## src/rtl/mbr_pkg.sv

```systemverilog
package mbr_pkg;
    localparam int REQ_LINES = 2;

    typedef enum logic [1:0] {
        ST_IDLE    = 2'd0,
        ST_COMPETE = 2'd1,
        ST_MASTER  = 2'd2,
        ST_PREEMPT = 2'd3
    } mbr_state_e;
endpackage

```

## src/rtl/mbr_mode_latch.sv

```systemverilog
module mbr_mode_latch (
    input  logic clk,
    input  logic rst_n,
    input  logic sys_reset,
    input  logic pe_line_in,
    output logic central
);
    // Mode follows the sampled preemption line for as long as system reset is held
    always_ff @(posedge clk or negedge rst_n) begin
        if (!rst_n)
            central <= 1'b0;
        else if (sys_reset)
            central <= pe_line_in;
    end
endmodule

```

## src/rtl/mbr_prio_pick.sv

```systemverilog
module mbr_prio_pick #(
    parameter int PRIO_W = 8
) (
    input  logic              clk,
    input  logic              rst_n,
    input  logic              sys_reset,
    input  logic [1:0]        req_act,
    input  logic              load,
    input  logic [PRIO_W-1:0] prio0,
    input  logic [PRIO_W-1:0] prio1,
    output logic [PRIO_W-1:0] num_q
);
    logic [PRIO_W-1:0] larger;
    logic [PRIO_W-1:0] chosen;

    assign larger = (prio1 > prio0) ? prio1 : prio0;

    always_comb begin
        unique case (req_act)
            2'b11:   chosen = larger;
            2'b10:   chosen = prio1;
            default: chosen = prio0;
        endcase
    end

    always_ff @(posedge clk or negedge rst_n) begin
        if (!rst_n)
            num_q <= '0;
        else if (sys_reset)
            num_q <= '0;
        else if (load)
            num_q <= chosen;
    end
endmodule

```

## src/rtl/mbr_fsm.sv

```systemverilog
module mbr_fsm
    import mbr_pkg::*;
(
    input  logic                 clk,
    input  logic                 rst_n,
    input  logic                 sys_reset,
    input  logic                 central,
    input  logic [REQ_LINES-1:0] req_act,
    input  logic                 win,
    input  logic                 elect,
    output logic                 grant,
    output logic                 preempt,
    output logic                 compete,
    output logic                 load,
    output logic                 proto_err
);
    mbr_state_e state_q, state_d;
    logic [REQ_LINES-1:0] req_q;
    logic [REQ_LINES-1:0] rose;
    logic any_req;

    assign any_req = |req_act;
    assign rose    = req_act & ~req_q;

    // State register
    always_ff @(posedge clk or negedge rst_n) begin
        if (!rst_n)
            state_q <= ST_IDLE;
        else if (sys_reset)
            state_q <= ST_IDLE;
        else
            state_q <= state_d;
    end

    // Transitions: start, win, preempt, release
    always_comb begin
        state_d = state_q;
        if (central) begin
            state_d = ST_IDLE;
        end else begin
            unique case (state_q)
                ST_IDLE:    if (any_req) state_d = ST_COMPETE;
                ST_COMPETE: if (win)     state_d = ST_MASTER;
                ST_MASTER: begin
                    if (!any_req)    state_d = ST_IDLE;
                    else if (elect)  state_d = ST_PREEMPT;
                end
                ST_PREEMPT: if (!any_req) state_d = ST_IDLE;
                default:    state_d = ST_IDLE;
            endcase
        end
    end

    // Moore outputs
    always_comb begin
        grant   = 1'b0;
        preempt = 1'b0;
        compete = 1'b0;
        unique case (state_q)
            ST_IDLE:    ;
            ST_COMPETE: compete = 1'b1;
            ST_MASTER:  grant   = 1'b1;
            ST_PREEMPT: begin
                grant   = 1'b1;
                preempt = 1'b1;
            end
            default:    ;
        endcase
    end

    assign load = (state_q == ST_IDLE) && any_req && !central;

    // Request edge history and sticky ordering-violation flag
    always_ff @(posedge clk or negedge rst_n) begin
        if (!rst_n) begin
            req_q     <= '0;
            proto_err <= 1'b0;
        end else if (sys_reset) begin
            req_q     <= req_act;
            proto_err <= 1'b0;
        end else begin
            req_q <= req_act;
            if (!central && (|rose) && (grant || preempt))
                proto_err <= 1'b1;
        end
    end
endmodule

```

## src/rtl/mastership_handshake.sv

```systemverilog
module mastership_handshake #(
    parameter int PRIO_W = 8
) (
    input  logic              clk,
    input  logic              rst_n,
    input  logic              sys_reset,
    input  logic              pe_line_in,
    input  logic [1:0]        req_n,
    input  logic [PRIO_W-1:0] prio0,
    input  logic [PRIO_W-1:0] prio1,
    input  logic              win,
    input  logic              elect,
    output logic [PRIO_W-1:0] contest_num,
    output logic              compete_o,
    output logic              grant_o,
    output logic              grant_oe,
    output logic              preempt_o,
    output logic              preempt_oe,
    output logic              central_mode,
    output logic              proto_err
);
    logic [1:0] req_act;
    logic       load;

    assign req_act = ~req_n;

    mbr_mode_latch u_mode (
        .clk       (clk),
        .rst_n     (rst_n),
        .sys_reset (sys_reset),
        .pe_line_in(pe_line_in),
        .central   (central_mode)
    );

    mbr_fsm u_fsm (
        .clk      (clk),
        .rst_n    (rst_n),
        .sys_reset(sys_reset),
        .central  (central_mode),
        .req_act  (req_act),
        .win      (win),
        .elect    (elect),
        .grant    (grant_o),
        .preempt  (preempt_o),
        .compete  (compete_o),
        .load     (load),
        .proto_err(proto_err)
    );

    mbr_prio_pick #(.PRIO_W(PRIO_W)) u_pick (
        .clk      (clk),
        .rst_n    (rst_n),
        .sys_reset(sys_reset),
        .req_act  (req_act),
        .load     (load),
        .prio0    (prio0),
        .prio1    (prio1),
        .num_q    (contest_num)
    );

    // Drivers are released in central mode and while the mode is being sampled
    assign grant_oe   = !central_mode && !sys_reset;
    assign preempt_oe = !central_mode && !sys_reset;
endmodule

```

## config.mk

```make
export PLATFORM = sky130hd
export DESIGN_NAME = mastership_handshake
export DESIGN_NICKNAME = d
export VERILOG_FILES = /design/src/rtl/mbr_pkg.sv /design/src/rtl/mbr_mode_latch.sv /design/src/rtl/mbr_prio_pick.sv /design/src/rtl/mbr_fsm.sv /design/src/rtl/mastership_handshake.sv
export SDC_FILE = /design/constraint.sdc
export NUM_CORES = 1
export LEC_CHECK = 0
export BUFFER_PORTS_ARGS = -buffer_cell sky130_fd_sc_hd__buf_2
export CORE_MARGIN = 2
export CORE_UTILIZATION = 50
export CTS_CLUSTER_DIAMETER = 40
export DETAILED_ROUTE_END_ITERATION = 10
export PLACE_DENSITY = 0.8
export SLEW_MARGIN = 15
export SYNTH_ARGS = -nofsm -noshare
export SYNTH_HDL_FRONTEND = slang
export SYNTH_SLANG_ARGS = --single-unit
```

## constraint.sdc

```tcl
create_clock -name clk -period 1.5 [get_ports clk]
set_input_delay 0.3 -clock clk [delete_from_list [all_inputs] [get_ports clk]]
set_output_delay 0.3 -clock clk [all_outputs]
set_load 0.01 [all_outputs]
```

==> results.py <==
metrics = {
    "run_status": {
        "status": "complete, no violations",
    },
    "logic_synthesis": {
        "synth_top_family_by_area": "compound AO/OA/AOI/OAI gates",
        "synthMuxAreaShare_pct": 0,
        "yosysWarnings": 0,
        "yosys.area_share.xor_xnor_pct": 0,
        "ys_ff_latch": 14,
        "synth_compound_area_share_pct": 28.73,
        "syn-num-nets": 175,
        "synthAdderAreaFrac_pct": 8.705,
        "ys_seq_area_share_pct": 30.47,
        "synth.distinct_cells": 31,
        "synthSimpleGateAreaFrac_pct": 25.79,
        "postSynthAreaPerCell_um2": 8.041,
        "syn_area_um2": 1150,
        "synthCells": 143,
    },
    "die": {
        "initial_core_util_pct": 52.48,
        "ios": 39,
        "row_count": 17,
        "fp.dieW_um": 51.96,
        "coreArea_um2": 2191,
        "dieArea_um2": 2699,
        "fp.dieH_um": 51.96,
    },
    "final_layout": {
        "finalNonFillerCells": 235,
        "regArea_um2": 350.3,
        "diodes": 0,
        "drive_above_1_share_pct": 46.38,
        "fill_cells": 139,
        "stdcell_area_um2": 1800,
        "multi_input_area_um2": 877.1,
        "nets": 241,
        "syn_to_final_growth_pct": 56.58,
    },
    "setup_path": {
        "critical_path_arrival_ns": 1.70,
        "cp.buffers_inverters": 3,
        "max_stage_delay_ns": 0.27,
        "worstSetupEndpointType": "register",
        "critPathSlowestCell": "ha_4",
        "path_delay_family": "simple AND/OR/NAND/NOR gates",
        "crit_required_ns": 1.72,
        "critical_path_class": "in -> reg",
        "crit_path_start_kind": "input pin",
        "cp_cell_sequence": "buf_8 -> inv_4 -> ha_4 -> nand4_1 -> nor2_4 -> a211oi_4 -> buf_6 -> o211ai_1 -> and3_1",
        "critPathMaxFanout": 3,
    },
    "placed_design": {
        "place.port_buffers": 38,
        "placed_area_um2": 1555,
        "hpwl_um": 2689,
        "gp_congestion": 0.7830,
        "placed_cells": 228,
        "pre_cts_slack_ns": -0.3649,
    },
    "clock_network": {
        "cts_made_buffers": 3,
        "clock-sinks": 14,
        "ctsLongestPathBuffers": 2,
        "htreeDepth": 1,
        "cts-root-buf": "clkbuf_4",
        "path_clk_slew_ns": 0.08,
        "cts_tree": "yes",
        "insertion_delay_ns": 0.28,
    },
    "global_route": {
        "grt_pass1_vias": 1373,
        "grt_pass1_wl_um": 5982,
        "antenna_found_initial": 0,
        "grt_usage_pct": 29.59,
        "grt_max_degree": 17,
        "grt_overflow": 0,
    },
    "sta": {
        "fin_skew_ns": 0.0004872,
        "rsz0062_at_grt": "true",
        "hold_violations": 0,
        "worst_slack_ns": 0.01623,
        "max_freq_mhz": 674.0,
        "tightest_slew_ns": 0.3632,
        "slew_violations": 0,
        "min_period_over_period_pct": 98.92,
        "max_slew_margin_pct": 75.78,
        "fin_crit_ns": 1.484,
        "setup_viol": 0,
    },
    "power": {
        "p_leak_nw": 0.8448,
        "p_sw_mw": 0.3825,
        "power_density_nw_per_um2": 614.7,
        "switching_share_pct": 34.56,
        "p_clk_share_pct": 19.3,
        "seq_power_share_pct": 38.2,
        "p_int_mw": 0.7243,
        "p_total_mw": 1.107,
        "power_frac_comb_pct": 42.5,
        "peakVddDrop_v": 0.0003810,
    },
    "routing": {
        "drc": 0,
        "wl_per_cell_um": 16.28,
        "antenna_left": 0,
        "dr.pass1.iters": 4,
        "routed_wl_um": 3825,
        "drt-initial-drc-count": 60,
        "viasPerCell": 5.957,
        "vias": 1400,
    },
    "job": {
        "max-cap-violations": 0,
    },
    "worst_hold_path": {
        "hold_path_class": "in -> reg",
    },
}
-- metal layers --
metal	track usage, %	part of all wire (%)	up-vias
met5	0	0	-
met2	54.85	52	83
met4	13.16	2.8	0
met1	34.66	38	653
li1	-	-	648
met3	1.437	6.8	16
-- synth_stat cells --
cell type / instances / area (um^2)
a211o_2: 1 / 10.01
a211oi_2: 1 / 12.51
a211oi_4: 1 / 20.02
a21boi_0: 1 / 7.510
a21oi_1: 12 / 60.06
a21oi_4: 1 / 16.27
a31oi_1: 1 / 6.260
and2_1: 1 / 6.260
and3_1: 8 / 50.05
buf_2: 1 / 5.000
buf_4: 1 / 7.510
buf_6: 1 / 11.26
clkbuf_1: 2 / 7.510
dfrtp_1: 14 / 350.3
ha_1: 8 / 100.1
inv_1: 9 / 33.78
inv_2: 2 / 7.510
nand2_1: 15 / 56.30
nand2_2: 1 / 6.260
nand4_1: 9 / 56.30
nand4_4: 1 / 21.27
nor2_1: 18 / 67.56
nor2_4: 1 / 11.26
nor2b_1: 2 / 12.51
nor2b_2: 1 / 8.760
o211ai_1: 9 / 67.56
o211ai_2: 1 / 12.51
o21a_1: 6 / 45.04
o21ai_0: 10 / 50.05
o21ai_1: 2 / 10.01
o22ai_1: 2 / 12.51
-- stage by stage --
| step | hold slack (ns) | TNS (ns) | utilization [%] |
|---|---|---|---|
| final | 0.2294 | 0 | 82.18 |
| after global routing | 0.2794 | -0.4083 | 82.18 |
| after CTS | 0.2331 | 0 | 75.44 |
| after detailed placement | 0.2147 | -2.769 | 70.99 |
| after global placement | 0.2063 | -2.063 | 70.99 |
| after floorplan | 0.004409 | -0.5096 | - |
-- cells in the final DEF, fill, tap and decap left out --
master	Yosys	routed
a21oi_1	12	12
buf_8	0	2
inv_8	0	1
buf_2	1	30
and3_4	0	1
dlygate4sd3_1	0	1
nor2b_2	1	1
and2_1	1	1
o211ai_1	9	9
clkbuf_4	0	3
a21oi_4	1	1
buf_6	1	7
dfrtp_1	14	14
nor2_1	18	18
nor2_4	1	1
buf_4	1	26
o21a_1	6	6
o211ai_4	0	1
inv_4	0	1
ha_4	0	8
o21ai_0	10	10
nand4_4	1	1
and3_1	8	7
inv_2	2	4
o22ai_1	2	2
o21ai_1	2	1
inv_1	9	5
a31oi_1	1	1
nand4_1	9	9
a211oi_4	1	2
a21boi_0	1	1
nor2b_4	0	2
o21ai_2	0	1
nand2_2	1	2
nand2_1	15	14
a211o_4	0	1
-- power groups by stage --
stage / registers, mW / logic (mW) / clock network (mW)
2_1_floorplan: 0.438 / 0.200 / 0
3_3_place_gp: 0.427 / 0.365 / 0
3_5_place_dp: 0.428 / 0.383 / 0
4_1_cts: 0.421 / 0.415 / 0.215
5_1_grt: 0.426 / 0.511 / 0.229
6_report: 0.423 / 0.471 / 0.213
-- worst paths after layout --
path / startpoint / end / slack [ns] / cells after the start
setup / recovery: prio0[3] / u_pick.num_q[0]$_DFFE_PN0P_ / 0.02 / 9
hold / removal: pe_line_in / u_mode.central$_DFFE_PN0P_ / 0.23 / 3
setup reg to reg: u_fsm.state_q[0]$_DFFE_PN0P_ / u_pick.num_q[3]$_DFFE_PN0P_ / 0.04 / 5
hold reg to reg: u_fsm.proto_err$_DFFE_PN0P_ / u_fsm.proto_err$_DFFE_PN0P_ / 0.54 / 2
max in group asynchronous: rst_n / u_fsm.req_q[0]$_DFF_PN0_ / 0.82 / 2
min in group asynchronous: rst_n / u_pick.num_q[7]$_DFFE_PN0P_ / 0.44 / 2
-- kinds of logic after synthesis --
logic type                 after synthesis
buffers and inverters                   16
adders and majority gates                8
AOI/OAI and AO/OA                       48
and+or+nand+nor                         57
DFF                                     14
-- state kept, by name, summed over array words and instances (netlist names) --
signal           count
u_pick.num_q         8
u_fsm.req_q          2
u_fsm.state_q        2
u_fsm.proto_err      1
u_mode.central       1
-- final cells by class --
class	instances	area share, %
multi-input combinational	113	48.71
inverter	11	2.849
clock buffer	3	1.251
tap	28	1.946
timing repair buffer	66	25.78
sequential	14	19.46
-- worst reg2reg max path, delay by kind of cell, from the launching register on --
family	cells	cell delay, ns
AO/OA/AOI/OAI	3	0.57
flip-flops	1	0.45
AND/OR/NAND/NOR	2	0.33
-- what timing repair did --
action | in CTS | in global routing
setup endpoints to repair | 8 | 8
setup buffers | 1 | 3
cloned | 0 | 0
resized for setup | 9 | 26
hold buffers | 1 | 0
pin swaps | 4 | 19
hold endpoints to repair | 14 | 0
(Power assumes the default switching activity.)
